`config.mk`:
```
export PLATFORM = sky130hd
export DESIGN_NAME = ledsel16
export DESIGN_NICKNAME = d
export VERILOG_FILES = /design/src/rtl/ledsel_pkg.sv /design/src/rtl/ledsel_i2c_tgt.sv /design/src/rtl/ledsel_blink.sv /design/src/rtl/ledsel_pinmux.sv /design/src/rtl/ledsel16.sv
export SDC_FILE = /design/constraint.sdc
export NUM_CORES = 1
export LEC_CHECK = 0
export BUFFER_PORTS_ARGS = -buffer_cell sky130_fd_sc_hd__buf_4
export CORE_UTILIZATION = 25
export CTS_BUF_LIST = sky130_fd_sc_hd__clkbuf_8
export CTS_CLUSTER_DIAMETER = 40
export DETAILED_ROUTE_END_ITERATION = 6
export GPL_ROUTABILITY_DRIVEN = 0
export SETUP_SLACK_MARGIN = 0.2
export SLEW_MARGIN = 10
export SYNTH_ARGS = -nofsm -noshare
export SYNTH_HDL_FRONTEND = slang
export SYNTH_SLANG_ARGS = --single-unit
```
`constraint.sdc`:
```
create_clock -name clk -period 10.3 [get_ports clk]
set_input_delay 3.09 -clock clk [delete_from_list [all_inputs] [get_ports clk]]
set_output_delay 3.09 -clock clk [all_outputs]
set_load 0.03 [all_outputs]
```
`src/rtl/ledsel_pkg.sv`:
```
package ledsel_pkg;
  localparam int PIN_COUNT = 16;
  localparam int CHANNELS  = 2;
  localparam int BYTE_W    = 8;
  localparam int IN_REGS   = PIN_COUNT / BYTE_W;
  localparam int SEL_REGS  = PIN_COUNT / 4;
  localparam int FIRST_CH  = IN_REGS;
  localparam int FIRST_SEL = IN_REGS + 2 * CHANNELS;
  localparam int NUM_REGS  = FIRST_SEL + SEL_REGS;

  localparam logic [1:0] SEL_LOW  = 2'b00;
  localparam logic [1:0] SEL_OPEN = 2'b01;
  localparam logic [1:0] SEL_CH0  = 2'b10;
  localparam logic [1:0] SEL_CH1  = 2'b11;

  typedef enum logic [3:0] {
    ST_IDLE, ST_ADDR, ST_ADDR_ACK, ST_PTR, ST_PTR_ACK,
    ST_WR, ST_WR_ACK, ST_RD, ST_RD_ACK
  } tgt_state_e;

  function automatic logic [BYTE_W-1:0] reg_reset_val(input int idx);
    if (idx >= FIRST_SEL && idx < NUM_REGS) return 8'h55;
    if (idx >= FIRST_CH && idx < FIRST_SEL) return ((idx - FIRST_CH) % 2 == 0) ? 8'hFF : 8'h80;
    return 8'h00;
  endfunction
endpackage

```
`src/rtl/ledsel_i2c_tgt.sv`:
```
module ledsel_i2c_tgt import ledsel_pkg::*; #(
  parameter logic [6:0] DEV_ADDR = 7'h63
) (
  input  logic              clk,
  input  logic              rst,
  input  logic              scl_i,
  input  logic              sda_i,
  output logic              sda_low_o,
  output logic              wr_en_o,
  output logic [BYTE_W-1:0] ptr_o,
  output logic [BYTE_W-1:0] wr_data_o,
  input  logic [BYTE_W-1:0] rd_data_i
);
  logic [1:0] scl_ff, sda_ff;
  logic scl_q, sda_q, scl_s, sda_s;
  logic scl_rise, scl_fall, start_c, stop_c;
  tgt_state_e state;
  logic [2:0] bit_cnt;
  logic [BYTE_W-1:0] shreg;
  logic byte_full, rnw;

  always_ff @(posedge clk) begin
    if (rst) begin
      scl_ff <= 2'b11; sda_ff <= 2'b11; scl_q <= 1'b1; sda_q <= 1'b1;
    end else begin
      scl_ff <= {scl_ff[0], scl_i};
      sda_ff <= {sda_ff[0], sda_i};
      scl_q  <= scl_ff[1];
      sda_q  <= sda_ff[1];
    end
  end

  assign scl_s    = scl_ff[1];
  assign sda_s    = sda_ff[1];
  assign scl_rise = scl_s & ~scl_q;
  assign scl_fall = ~scl_s & scl_q;
  assign start_c  = scl_s & scl_q & sda_q & ~sda_s;
  assign stop_c   = scl_s & scl_q & ~sda_q & sda_s;

  always_ff @(posedge clk) begin
    wr_en_o <= 1'b0;
    if (rst) begin
      state <= ST_IDLE; bit_cnt <= '0; shreg <= '0; byte_full <= 1'b0;
      rnw <= 1'b0; sda_low_o <= 1'b0; ptr_o <= '0; wr_data_o <= '0;
    end else if (start_c) begin
      state <= ST_ADDR; bit_cnt <= '0; byte_full <= 1'b0; sda_low_o <= 1'b0;
    end else if (stop_c) begin
      state <= ST_IDLE; sda_low_o <= 1'b0;
    end else if (scl_rise) begin
      case (state)
        ST_ADDR, ST_PTR, ST_WR: begin
          shreg   <= {shreg[BYTE_W-2:0], sda_s};
          bit_cnt <= bit_cnt + 3'd1;
          if (bit_cnt == 3'd7) byte_full <= 1'b1;
        end
        ST_RD: begin
          bit_cnt <= bit_cnt + 3'd1;
          if (bit_cnt == 3'd7) byte_full <= 1'b1;
        end
        ST_RD_ACK: if (sda_s) state <= ST_IDLE;
        default: ;
      endcase
    end else if (scl_fall) begin
      case (state)
        ST_ADDR: if (byte_full) begin
          byte_full <= 1'b0;
          if (shreg[7:1] == DEV_ADDR) begin
            state <= ST_ADDR_ACK; sda_low_o <= 1'b1; rnw <= shreg[0];
          end else begin
            state <= ST_IDLE;
          end
        end
        ST_ADDR_ACK: begin
          bit_cnt <= '0;
          if (rnw) begin
            state <= ST_RD; shreg <= rd_data_i; sda_low_o <= ~rd_data_i[7];
          end else begin
            state <= ST_PTR; sda_low_o <= 1'b0;
          end
        end
        ST_PTR: if (byte_full) begin
          byte_full <= 1'b0; ptr_o <= shreg; state <= ST_PTR_ACK; sda_low_o <= 1'b1;
        end
        ST_PTR_ACK, ST_WR_ACK: begin
          state <= ST_WR; sda_low_o <= 1'b0; bit_cnt <= '0;
        end
        ST_WR: if (byte_full) begin
          byte_full <= 1'b0; wr_data_o <= shreg; wr_en_o <= 1'b1;
          state <= ST_WR_ACK; sda_low_o <= 1'b1;
        end
        ST_RD: begin
          if (byte_full) begin
            byte_full <= 1'b0; state <= ST_RD_ACK; sda_low_o <= 1'b0;
          end else begin
            shreg <= {shreg[BYTE_W-2:0], 1'b0}; sda_low_o <= ~shreg[6];
          end
        end
        ST_RD_ACK: begin
          state <= ST_RD; shreg <= rd_data_i; sda_low_o <= ~rd_data_i[7]; bit_cnt <= '0;
        end
        default: ;
      endcase
    end
  end
endmodule

```
`src/rtl/ledsel_blink.sv`:
```
module ledsel_blink import ledsel_pkg::*; #(
  parameter int W = BYTE_W
) (
  input  logic         clk,
  input  logic         rst,
  input  logic         tick,
  input  logic [W-1:0] period,
  input  logic [W-1:0] duty,
  output logic         low_o
);
  localparam int PW = 2 * W + 1;
  logic [W-1:0]  cnt;
  logic [PW-1:0] thr, pos;

  assign thr = PW'(duty) * (PW'(period) + PW'(1));
  assign pos = PW'({cnt, W'(0)});

  always_ff @(posedge clk) begin
    if (rst) begin
      cnt <= '0; low_o <= 1'b0;
    end else begin
      if (tick) cnt <= (cnt >= period) ? '0 : cnt + W'(1);
      low_o <= (pos < thr);
    end
  end
endmodule

```
`src/rtl/ledsel_pinmux.sv`:
```
module ledsel_pinmux import ledsel_pkg::*; #(
  parameter int PINS = PIN_COUNT
) (
  input  logic              clk,
  input  logic              rst,
  input  logic [2*PINS-1:0] sel_flat,
  input  logic [CHANNELS-1:0] blink_low,
  output logic [PINS-1:0]   drv_low_o
);
  for (genvar n = 0; n < PINS; n++) begin : g_pin
    always_ff @(posedge clk) begin
      if (rst) drv_low_o[n] <= 1'b0;
      else begin
        case (sel_flat[2*n +: 2])
          SEL_LOW:  drv_low_o[n] <= 1'b1;
          SEL_OPEN: drv_low_o[n] <= 1'b0;
          SEL_CH0:  drv_low_o[n] <= blink_low[0];
          default:  drv_low_o[n] <= blink_low[1];
        endcase
      end
    end
  end
endmodule

```
`src/rtl/ledsel16.sv`:
```
module ledsel16 import ledsel_pkg::*; #(
  parameter logic [6:0] DEV_ADDR = 7'h63,
  parameter int         TICK_DIV = 256
) (
  input  logic                 clk,
  input  logic                 rst,
  input  logic                 scl_i,
  input  logic                 sda_i,
  output logic                 sda_drive_low,
  input  logic [PIN_COUNT-1:0] pin_level_i,
  output logic [PIN_COUNT-1:0] pin_drive_low
);
  localparam int IW    = $clog2(NUM_REGS);
  localparam int DEPTH = 1 << IW;
  localparam int TW    = (TICK_DIV > 1) ? $clog2(TICK_DIV) : 1;

  logic                   wr_en;
  logic [BYTE_W-1:0]      ptr, wr_data, rd_data;
  logic [BYTE_W-1:0]      cfg_q  [DEPTH];
  logic [BYTE_W-1:0]      rd_arr [DEPTH];
  logic [PIN_COUNT-1:0]   pin_m, pin_s;
  logic [2*PIN_COUNT-1:0] sel_flat;
  logic [CHANNELS-1:0]    blink_low;
  logic [TW-1:0]          tick_cnt;
  logic                   tick;

  ledsel_i2c_tgt #(.DEV_ADDR(DEV_ADDR)) u_tgt (
    .clk(clk), .rst(rst), .scl_i(scl_i), .sda_i(sda_i), .sda_low_o(sda_drive_low),
    .wr_en_o(wr_en), .ptr_o(ptr), .wr_data_o(wr_data), .rd_data_i(rd_data)
  );

  always_ff @(posedge clk) begin
    if (rst) begin
      for (int i = 0; i < DEPTH; i++) cfg_q[i] <= reg_reset_val(i);
    end else if (wr_en && ptr >= BYTE_W'(FIRST_CH) && ptr < BYTE_W'(NUM_REGS)) begin
      cfg_q[ptr[IW-1:0]] <= wr_data;
    end
  end

  always_ff @(posedge clk) begin
    if (rst) begin
      pin_m <= '1; pin_s <= '1;
    end else begin
      pin_m <= pin_level_i; pin_s <= pin_m;
    end
  end

  for (genvar r = 0; r < DEPTH; r++) begin : g_rd
    if (r < IN_REGS) begin : g_in
      assign rd_arr[r] = pin_s[r*BYTE_W +: BYTE_W];
    end else if (r < NUM_REGS) begin : g_cfg
      assign rd_arr[r] = cfg_q[r];
    end else begin : g_none
      assign rd_arr[r] = '0;
    end
  end

  assign rd_data = (ptr < BYTE_W'(DEPTH)) ? rd_arr[ptr[IW-1:0]] : '0;

  for (genvar s = 0; s < SEL_REGS; s++) begin : g_sel
    assign sel_flat[s*BYTE_W +: BYTE_W] = cfg_q[FIRST_SEL+s];
  end

  always_ff @(posedge clk) begin
    if (rst) begin
      tick_cnt <= '0; tick <= 1'b0;
    end else begin
      tick     <= (tick_cnt == TW'(TICK_DIV-1));
      tick_cnt <= (tick_cnt == TW'(TICK_DIV-1)) ? '0 : tick_cnt + TW'(1);
    end
  end

  for (genvar c = 0; c < CHANNELS; c++) begin : g_ch
    ledsel_blink #(.W(BYTE_W)) u_blink (
      .clk(clk), .rst(rst), .tick(tick),
      .period(cfg_q[FIRST_CH+2*c]), .duty(cfg_q[FIRST_CH+2*c+1]),
      .low_o(blink_low[c])
    );
  end

  ledsel_pinmux #(.PINS(PIN_COUNT)) u_mux (
    .clk(clk), .rst(rst), .sel_flat(sel_flat), .blink_low(blink_low),
    .drv_low_o(pin_drive_low)
  );
endmodule

```
==> results of run 1 <==
## cell type report
cell class / instances / area (um2)
clock inverter: 14 / 161
timing repair buffer: 39 / 293
tap: 680 / 851
sequential: 180 / 4240
multi-input combinational: 987 / 8250
fill: 5379 / 37100
inverter: 129 / 484
clock buffer: 18 / 248
## worst max path at each step
stage / start / to / slack (ns) / cells past startpoint
floorplan: cfg_q[4][0] / g_ch[1].u_blink.low_o / 4.42 / 25
global placement: cfg_q[4][0] / g_ch[1].u_blink.low_o / 3.84 / 24
detailed placement: cfg_q[4][0] / g_ch[1].u_blink.low_o / 3.56 / 24
CTS: cfg_q[4][0] / g_ch[1].u_blink.low_o / 3.54 / 24
global route: cfg_q[4][0] / g_ch[1].u_blink.low_o / 2.75 / 24
finish: cfg_q[4][0] / g_ch[1].u_blink.low_o / 3.51 / 24
## through the flow
stage                     hold WS [ns]  area, um2  utilization [%]  std cells  power (uW)
after global placement           0.395      14100             27.4       2015         854
after CTS                        0.417      14500             28.2       2047        1370
after floorplan                  0.389      13100                -       1333         825
after global routing             0.433      14500             28.2       2047        1410
after detailed placement         0.397      14100             27.4       2015         855
final                            0.408      14500             28.2       2047        1360
## layer usage
| layer | share of wire (%) | routed length (um) |
|---|---|---|
| met3 | 3.7 | 1140 |
| met5 | 0 | 0 |
| met4 | 1.8 | 573 |
| met1 | 45 | 14100 |
| met2 | 49 | 15200 |
## cell usage after synthesis, drive strengths merged, types with 3 or more instances
cell / count / share of area, %
a2111oi: 5 / 0.33
nand2: 54 / 1.5
a211oi: 7 / 0.40
a31oi: 20 / 0.95
a22oi: 5 / 0.29
o21a: 4 / 0.23
fa: 84 / 13
mux4: 16 / 2.7
nor2: 112 / 3.2
nor3: 11 / 0.50
o221ai: 8 / 0.53
nand4: 6 / 0.29
buf: 10 / 0.46
edfxtp: 64 / 15
o21bai: 3 / 0.17
and3: 7 / 0.33
and2: 77 / 3.7
nor4: 5 / 0.24
o31ai: 5 / 0.29
a21boi: 4 / 0.23
nor2b: 84 / 4.0
clkbuf: 27 / 0.77
a21o: 12 / 0.69
or3: 31 / 1.6
mux2i: 43 / 3.3
xor2: 30 / 2.0
inv: 129 / 3.7
a21oi: 43 / 1.6
o31a: 3 / 0.20
o22ai: 3 / 0.14
ha: 117 / 11
xnor2: 26 / 1.7
nand2b: 37 / 1.8
or2: 51 / 2.4
o21ai: 23 / 0.88
dfxtp: 116 / 18
nand3: 27 / 1.0
## where the power goes
| group | leakage (uW) | switching [uW] | internal, uW |
|---|---|---|---|
| clock network | 0.000203 | 307 | 211 |
| logic | 0.00459 | 42.7 | 32.9 |
| registers | 0.00149 | 14.1 | 748 |
| total | 0.00628 | 364 | 992 |
## flip-flops by register name, indices dropped and copies added (netlist names)
register and count:
u_tgt.wr_en_o 1, u_tgt.ptr_o 8, u_tgt.wr_data_o 8, u_tgt.sda_low_o 1
u_tgt.byte_full 1, u_tgt.sda_ff 2, u_tgt.scl_ff 2, u_tgt.scl_q 1
g_ch.u_blink.cnt 16, u_tgt.shreg 8, g_ch.u_blink.low_o 2, u_tgt.rnw 1
cfg_q 64, u_mux.drv_low_o 16, pin_s 16, tick 1
u_tgt.sda_q 1, u_tgt.bit_cnt 3, pin_m 16, tick_cnt 8
u_tgt.state 4
## logic make-up (layout without fill, tap and decap cells)
group,after synthesis,in the layout
AND/OR/NAND/NOR,513,513
buffers and inverters,166,200
multiplexers,59,59
adder cells (fa/ha/maj),201,201
flip-flops,180,180
XOR/XNOR,56,56
AO/OA/AOI/OAI,158,158
## worst register-to-register path: stages (launching register included)
cell       delay (ns)
edfxtp_1         0.60
ha_1             0.26
nand3_1          0.14
nor4_1           0.87
and2_1           0.25
fa_1             0.44
fa_1             0.47
fa_1             0.54
inv_1            0.05
fa_1             0.52
inv_1            0.04
ha_1             0.34
nand2_1          0.10
o21ai_0          0.10
a31oi_1          0.33
o21bai_1         0.10
a21oi_1          0.21
xor2_1           0.18
ha_1             0.26
nand2_1          0.07
nor2_1           0.05
a2111oi_0        0.38
o311ai_0         0.21
o31a_1           0.14
nand3_1          0.08
==> impl_metrics.toml, run 1 <==
[min_path]
hold_class = "flip-flop to flip-flop"
holdPathStages = 1
whs_endpoint = "pin_s[10]"
hp-start = "pin_m[10]"

[cts]
cts_tree = "done"
clk_pin_slew_ns = 0.12
cts_buffer_depth = 2
post_cts_resized = 0
numCtsBuffers = 17
htree_levels = 4
clk_latency_ns = 0.50
cts-root-buf = "clkbuf_8"
clock_sinks = 180
hold_buffers = 0
postCtsSetupBuffers = 0

[setup_path]
cp-start-kind = "flip-flop"
cp-end-kind = "flip-flop"
crit_type = "flip-flop to flip-flop"
slowest_stage = "nor4_1"
rr_worst_depth = 24
worstPathMaxFanout = 11
crit_arrival_ns = 7.25
r2r_setup_slack_ns = 3.51
required_ns = 10.76
slowest_delay_ns = 0.87
critPathBufInv = 2
rr_endpoint = "g_ch[1].u_blink.low_o"
path_cells = "ha_1, nand3_1, nor4_1, and2_1, fa_1, fa_1, fa_1, inv_1, fa_1, inv_1, ha_1, nand2_1, o21ai_0, a31oi_1, o21bai_1, a21oi_1, xor2_1, ha_1, nand2_1, nor2_1, a2111oi_0, o311ai_0, o31a_1, nand3_1"
crit_top_cell = "fa_1"
path_delay_family = "adder cells"
r2r-start = "cfg_q[4][0]"

[cells_and_area]
antenna_cells = 0
mostFrequentLayoutCells = "129 x inv_1, 117 x ha_1, 116 x dfxtp_1"
final_common_cell = "inv_1"
drive_gt1_share_pct = 11.0
fin_nets = 1575
area_delta_synth_final_pct = 10.6

[routing]
totalWireLength_um = 31100
via_per_inst = 4.51
first_pass_iters = 5
remaining_drc_errors = 0
post_drt_wl_per_cell_um = 15.2
drt-initial-drc-count = 536
via_count = 9228
drtAntennaViolNets = 0

[floorplan]
core_area_mm2 = 0.0516
die_width_um = 231
die_y_um = 231
die-area_mm2 = 0.0535
num_io_pins = 37
start_util_pct = 25.5
num_rows = 83

[timing]
worst_slack_ns = 3.51
fin_crit_sh_pct = 65.9
skew_ns = 0.0218
period_needed_ns = 6.79
setup-tns-final_ns = 0
hold_viol = 0
slew_viol_final = 0
rsz0062_at_grt = "false"
timing.slew.headroom_pct = 27.8
finalSetupViolations = 0
worst_pin_slew_ns = 1.08
max_freq_mhz = 147

[logic_synthesis]
synth_xor_area_share_pct = 3.73
ys_seq_elements = 180
ys_warn_count = 0
synth_cells = 1333
synth_edf_count = 64
synth_ff_type = "dfxtp_1"
ys_seq_area_share_pct = 32.3
synth_compound_area_share_pct = 7.81
yosys.area_share.simple_pct = 21.3
synth_cell_types = 58
synth_top_family_by_area = "adder cells"
synthesis.area_mm2 = 0.0131
synthesis.nets = 1554
synth_fa_ha_area_share_pct = 23.9
avgSynthCellArea_um2 = 9.86
synthMuxAreaShare_pct = 6.02
async_flop_share_pct = 0

[placed_design]
pre_cts_ws_ns = 3.56
port_buffers = 36
dp_hpwl_um = 23600

[run_status]
status = "finished, final reports clean"

[grt]
met3_usage_pct = 1.80
grt_util_met1_pct = 15.2
grt_pass1_wl_um = 50500
grt_max_degree = 57
grt_use_met2_pct = 20.5
grt-ovfl-total = 0
track_usage_pct = 11.9
grt_pass1_vias = 9461
antenna_found_initial = 0
grt.busiest_layer = "met2"

[power]
powerDensity_mw_per_mm2 = 93.3
leakagePower_uw = 0.00628
vdd_ir_drop_max_mv = 0.0732

[run]
drv_cap = 0
Note: power is estimated with default switching activity, not from simulation.
==> inputs of run 2 (changes only) <==
- clock period: 10.3 -> 5.9 ns (I/O delays scaled with it)
==> run 2 against run 1 <==
Global-route usage rose by 0.43 points. Clock skew is 0.0047 ns lower. Combinational power grew 90%. First-iteration DRC count up 2.6%. Clock power is 59% higher. Final cell count grew 3.1%. Highest routed layer unchanged. Largest cell class unchanged.
==> impl_metrics.toml, run 2 (synthesis gave the netlist of run 1 again) <==
[run_status]
status = "finished, final reports clean"

[routing]
via_per_inst = 4.56
via_count = 9625
totalWireLength_um = 32400
first_pass_iters = 5
drtAntennaViolNets = 0
post_drt_wl_per_cell_um = 15.3
drt-initial-drc-count = 550
remaining_drc_errors = 0

[power]
powerDensity_mw_per_mm2 = 147
leakagePower_uw = 0.00669
vdd_ir_drop_max_mv = 0.185

[setup_path]
crit_type = "flip-flop to flip-flop"
crit_arrival_ns = 6.22
r2r-start = "cfg_q[4][0]"
crit_start = "cfg_q[4][0]"
rr_endpoint = "g_ch[1].u_blink.low_o"
worstPathMaxFanout = 5
cp-start-kind = "flip-flop"
required_ns = 6.29
cp-end-kind = "flip-flop"
r2r_setup_slack_ns = 0.07
rr_worst_depth = 27

[grt]
grt_pass1_wl_um = 52400
grt-ovfl-total = 0
grt_max_degree = 62
track_usage_pct = 12.3
grt_pass1_vias = 9833
antenna_found_initial = 0

[floorplan]
num_io_pins = 37
start_util_pct = 25.5
die_width_um = 231
die_y_um = 231
num_rows = 83
core_area_mm2 = 0.0516
die-area_mm2 = 0.0535

[cells_and_area]
fin_nets = 1639
final_common_cell = "inv_1"
fillerInstances = 5277
area_delta_synth_final_pct = 18.7
drive_gt1_share_pct = 20.3
largest_reg_flops = 64
regMostFlops = "cfg_q"
mostFrequentLayoutCells = "121 x inv_1, 116 x dfxtp_1, 107 x nor2_1"
antenna_cells = 0

[placed_design]
dp_hpwl_um = 24100
port_buffers = 36
pre_cts_ws_ns = -0.220

[cts]
hold_buffers = 0
cts_buffer_depth = 2
htree_levels = 4
clock_sinks = 180
clk_latency_ns = 0.50
cts_tree = "done"
numCtsBuffers = 17
cts-root-buf = "clkbuf_8"
clk_pin_slew_ns = 0.11

[timing]
max_freq_mhz = 172
holdWs_ns = 0.415
slew_viol_final = 0
worst_pin_slew_ns = 1.04
period_needed_ns = 5.83
skew_ns = 0.0171
rsz0062_at_grt = "true"
fin_crit_sh_pct = 98.7
finalSetupViolations = 0
hold_viol = 0
worst_slack_ns = 0.0743
timing.slew.headroom_pct = 30.5

[min_path]
hp-start = "pin_m[4]"
whs_endpoint = "pin_s[4]"
holdPathStages = 1
hold_class = "flip-flop to flip-flop"

[run]
drv_cap = 0
run 2: cell count changes in the layout (fill, tap and decap cells not counted), sizes merged:
| cell | change |
|---|---|
| inv | -2 |
| clkinv | +3 |
| clkbuf | -1 |
| buf | +64 |
run 2: repair_timing:
action                                  in CTS  in global routing
setup buffers                               21                 13
pin swaps                                   50                 41
endpoints found under the setup margin       2                  2
gates resized for setup                     65                 43
run 2: power by group:
group / internal, uW / switching (uW) / total [uW]
sequential: 1310 / 26.2 / 1330
combinational: 64.6 / 79.8 / 144
clock: 337 / 485 / 822
total: 1710 / 591 / 2300
run 2: layout make-up:
cell class | instances | area [um2] | share of cell area [%]
multi-input combinational | 987 | 8870 | 56.8
timing repair buffer | 103 | 788 | 5.05
inverter | 129 | 484 | 3.10
sequential | 180 | 4240 | 27.2
clock inverter | 15 | 134 | 0.858
clock buffer | 17 | 234 | 1.50
tap | 680 | 851 | 5.45
run 2: through the flow:
stage / instances / TNS [ns] / util (%) / area, um2 / power [uW]
detailed placement: 2045 / -0.385 / 28.0 / 14400 / 1500
global placement: 2045 / -0.173 / 28.0 / 14400 / 1490
floorplan: 1333 / 0 / - / 13200 / 1440
CTS: 2098 / 0 / 29.6 / 15300 / 2320
finish: 2111 / 0 / 30.2 / 15600 / 2300
global route: 2111 / -0.300 / 30.2 / 15600 / 2390
run 2: per-layer routing:
layer | share of wire (%) | wire (um) | track usage, %
met1 | 45 | 14500 | 15.5
met2 | 50 | 16300 | 21.8
met3 | 3.2 | 1050 | 1.71
met4 | 1.6 | 518 | 3.50
met5 | 0 | 0 | 0
run 2: worst max path at each step:
stage	endpoint	slack [ns]	cells past startpoint
2_1_floorplan	g_ch[1].u_blink.low_o	0.20	26
3_3_place_gp	g_ch[1].u_blink.low_o	-0.17	23
3_5_place_dp	g_ch[1].u_blink.low_o	-0.22	23
4_1_cts	g_ch[1].u_blink.low_o	0.19	27
5_1_grt	g_ch[1].u_blink.low_o	-0.15	28
6_report	g_ch[1].u_blink.low_o	0.07	27
run 2: worst max-delay path, stage by stage, from the launching register on:
cell	delay (ns)
edfxtp_1	0.48
buf_6	0.16
ha_4	0.16
nand3_4	0.13
nor2_4	0.06
xnor2_4	0.21
nor2b_2	0.08
fa_1	0.53
fa_1	0.45
fa_1	0.54
inv_1	0.05
fa_1	0.49
inv_2	0.05
ha_4	0.27
and2_4	0.14
nor2b_4	0.17
buf_4	0.13
o211ai_1	0.08
nand2_1	0.11
nor2_1	0.06
xor2_1	0.15
ha_1	0.32
nand4_1	0.14
nor2_4	0.16
nand3_2	0.08
o311ai_2	0.27
o31a_1	0.18
nand3_1	0.07
==> inputs of run 3 (changes only) <==
- PLACE_DENSITY: unset -> 0.37
- SYNTH_HIERARCHICAL: unset -> 1
==> run 3 against run 2 <==
Routed wire length increased by 19%. Critical path type unchanged. Sequential power increased by 5%. Synthesized cell count grew 4.0%. Highest routed layer is now met5. Critical path depth shrank 4. Total power increased by 110%. Global-route usage is 1.7 points higher. Worst hold slack lost 0.0038 ns. Die area up 5.0%. Combinational power increased to 18 times the previous value. Synthesized area grew 5.1%. Final cell count up 4.8%. Register-to-register slack got worse by 0.03 ns.
==> impl_metrics.toml, run 3 <==
[run_status]
status = "finished, final reports clean"

[logic_synthesis]
yosys.area_share.simple_pct = 22.7
yosys.area.top_type = "dfxtp_1"
synthMuxAreaShare_pct = 5.63
synthesis.area_mm2 = 0.0138
synth_fa_ha_area_share_pct = 22.7
async_flop_share_pct = 0
synth_compound_area_share_pct = 9.74
synth_edf_count = 64
ys_seq_area_share_pct = 30.7
yosys-top-cells-area = "dfxtp_1 17%, edfxtp_1 14%, fa_1 12%"
synth_xor_area_share_pct = 3.41
synth.top_cells.by_count = "130 x inv_1, 116 x dfxtp_1, 116 x ha_1, 97 x nor2b_1, 84 x fa_1"
synth_cells = 1386
synth_ff_type = "dfxtp_1"
ys_seq_elements = 180
synth_cell_types = 88
ys_warn_count = 6
yosys.area.top_type_share_pct = 16.8
synth_top_family_by_area = "adder cells"
synthesis.nets = 1606
yosysMostFrequentCell = "inv_1"
avgSynthCellArea_um2 = 9.97

[cells_and_area]
final_common_cell = "buf_4"
fin_util_pct = 30.5
fin_nets = 1724
mostFrequentLayoutCells = "138 x buf_4, 123 x inv_1, 115 x dfxtp_1"
final_area_mm2 = 0.0166
multi_input_area_mm2 = 0.00945
area_delta_synth_final_pct = 19.8
drive_gt1_share_pct = 25.7
fillerInstances = 5659
largest_reg_flops = 64
layout.area.seq_mm2 = 0.00425
regMostFlops = "cfg_q"
antenna_cells = 0
fin_cells = 2212

[routing]
via_count = 9988
via_per_inst = 4.52
post_drt_wl_per_cell_um = 17.4
drtAntennaViolNets = 0
first_pass_iters = 5
totalWireLength_um = 38600
remaining_drc_errors = 0
drt-initial-drc-count = 420

[floorplan]
core_area_mm2 = 0.0542
die_width_um = 237
die-area_mm2 = 0.0562
num_rows = 85
die_y_um = 237
num_io_pins = 37
start_util_pct = 25.5

[timing]
setup-tns-final_ns = 0
rsz0062_at_grt = "true"
max_freq_mhz = 171
skew_ns = 0.0161
period_needed_ns = 5.85
fin_crit_sh_pct = 99.2
hold_viol = 0
slew_viol_final = 0
finalSetupViolations = 0
worst_slack_ns = 0.0485
timing.slew.headroom_pct = 25.6
worst_pin_slew_ns = 1.11

[setup_path]
path_cells = "ha_4, nand3_4, nor2_4, xnor2_4, nor2b_1, fa_1, fa_1, fa_1, inv_1, fa_1, inv_1, ha_1, a211oi_4, o21bai_4, o21ai_2, a211oi_2, a311oi_2, ha_1, or2_4, a31oi_1, a2bb2oi_1, or4_1, o211ai_2"
slowest_delay_ns = 0.54
crit_type = "flip-flop to flip-flop"
required_ns = 6.33
cp-end-kind = "flip-flop"
crit_arrival_ns = 6.28
cp-start-kind = "flip-flop"
r2r-start = "cfg_q[4][0]"
worstPathMaxFanout = 6
r2r_setup_slack_ns = 0.05
slowest_stage = "fa_1"
crit_top_cell = "fa_1"
crit_start = "cfg_q[4][0]"

[placed_design]
port_buffers = 36
dp_hpwl_um = 30600
placed_area_mm2 = 0.0155
pre_cts_ws_ns = -0.184
placedCellCount = 2160

[cts]
cts_tree = "done"
clock_sinks = 180
clk_latency_ns = 0.50
cts-root-buf = "clkbuf_8"
htree_levels = 4
hold_buffers = 0
numCtsBuffers = 17
clk_pin_slew_ns = 0.10
cts_buffer_depth = 2

[power]
vdd_ir_drop_max_mv = 0.151
p_sw_uw = 1860
swShare_pct = 38.6
clkPwrFrac_pct = 18.8
leakagePower_uw = 0.00666
p_int_uw = 2960
powerDensity_mw_per_mm2 = 291
seqPwrFrac_pct = 28.9
combPwrFrac_pct = 52.4

[min_path]
hold_class = "flip-flop to flip-flop"
hp-start = "pin_m[13]"

[grt]
grt_pass1_wl_um = 60300
grt_max_degree = 91
grt-ovfl-total = 0
antenna_found_initial = 1
grt_pass1_vias = 10200
track_usage_pct = 14.0

[run]
drv_cap = 0
-- run 3: area by class of cell --
cell class,count,area share (%)
Sequential cell,180,25.6
Timing Repair Buffer,142,6.53
Clock buffer,18,1.50
Clock inverter,13,1.01
Tap cell,696,5.26
Multi-Input combinational cell,1032,57.1
Inverter,131,2.97
-- run 3: path summary, 6_finish.rpt --
check | to | cells past startpoint
min | pin_s[13] | 1
max | g_ch[1].u_blink/low_o | 23
min reg2reg | pin_s[13] | 1
max reg2reg | g_ch[1].u_blink/low_o | 23
-- run 3: critical path, delay by kind of cell (launching register included) --
kind | cells | cell delay, ns
fa+ha+maj | 7 | 2.74
compound gates | 8 | 1.27
simple gates | 5 | 1.00
flops | 1 | 0.50
xor+xnor | 1 | 0.15
buf+inv | 2 | 0.10
-- run 3: cells by family after synthesis --
group           after synthesis
simple gates                534
fa+ha+maj                   200
compound gates              181
flops                       180
buf+inv                     174
mux                          65
xor+xnor                     52
-- run 3: per-layer routing --
metal	track usage (%)	routed length [um]	up-vias
met1	19.7	19600	4869
li1	-	-	4984
met2	22.6	17700	110
met5	0	13	-
met3	2.23	910	23
met4	2.74	425	2
-- run 3: power groups by stage --
stage | clock network (uW) | registers, uW | logic (uW)
final | 905 | 1390 | 2530
after global routing | 987 | 1400 | 2820
after CTS | 943 | 1390 | 2240
after detailed placement | 0 | 1420 | 2150
after global placement | 0 | 1420 | 2170
after floorplan | 0 | 1400 | 1450
-- run 3: per-stage QoR --
step	hold WS (ns)	power, uW
detailed placement	0.398	3570
floorplan	0.389	2850
global route	0.434	5210
finish	0.411	4820
global placement	0.397	3590
CTS	0.412	4580
-- run 3: timing repair --
item                                    in CTS  in global routing
pin swaps                                   19                 69
endpoints found under the setup margin       2                  2
gates resized for setup                     21                 77
setup buffers                               15                  6
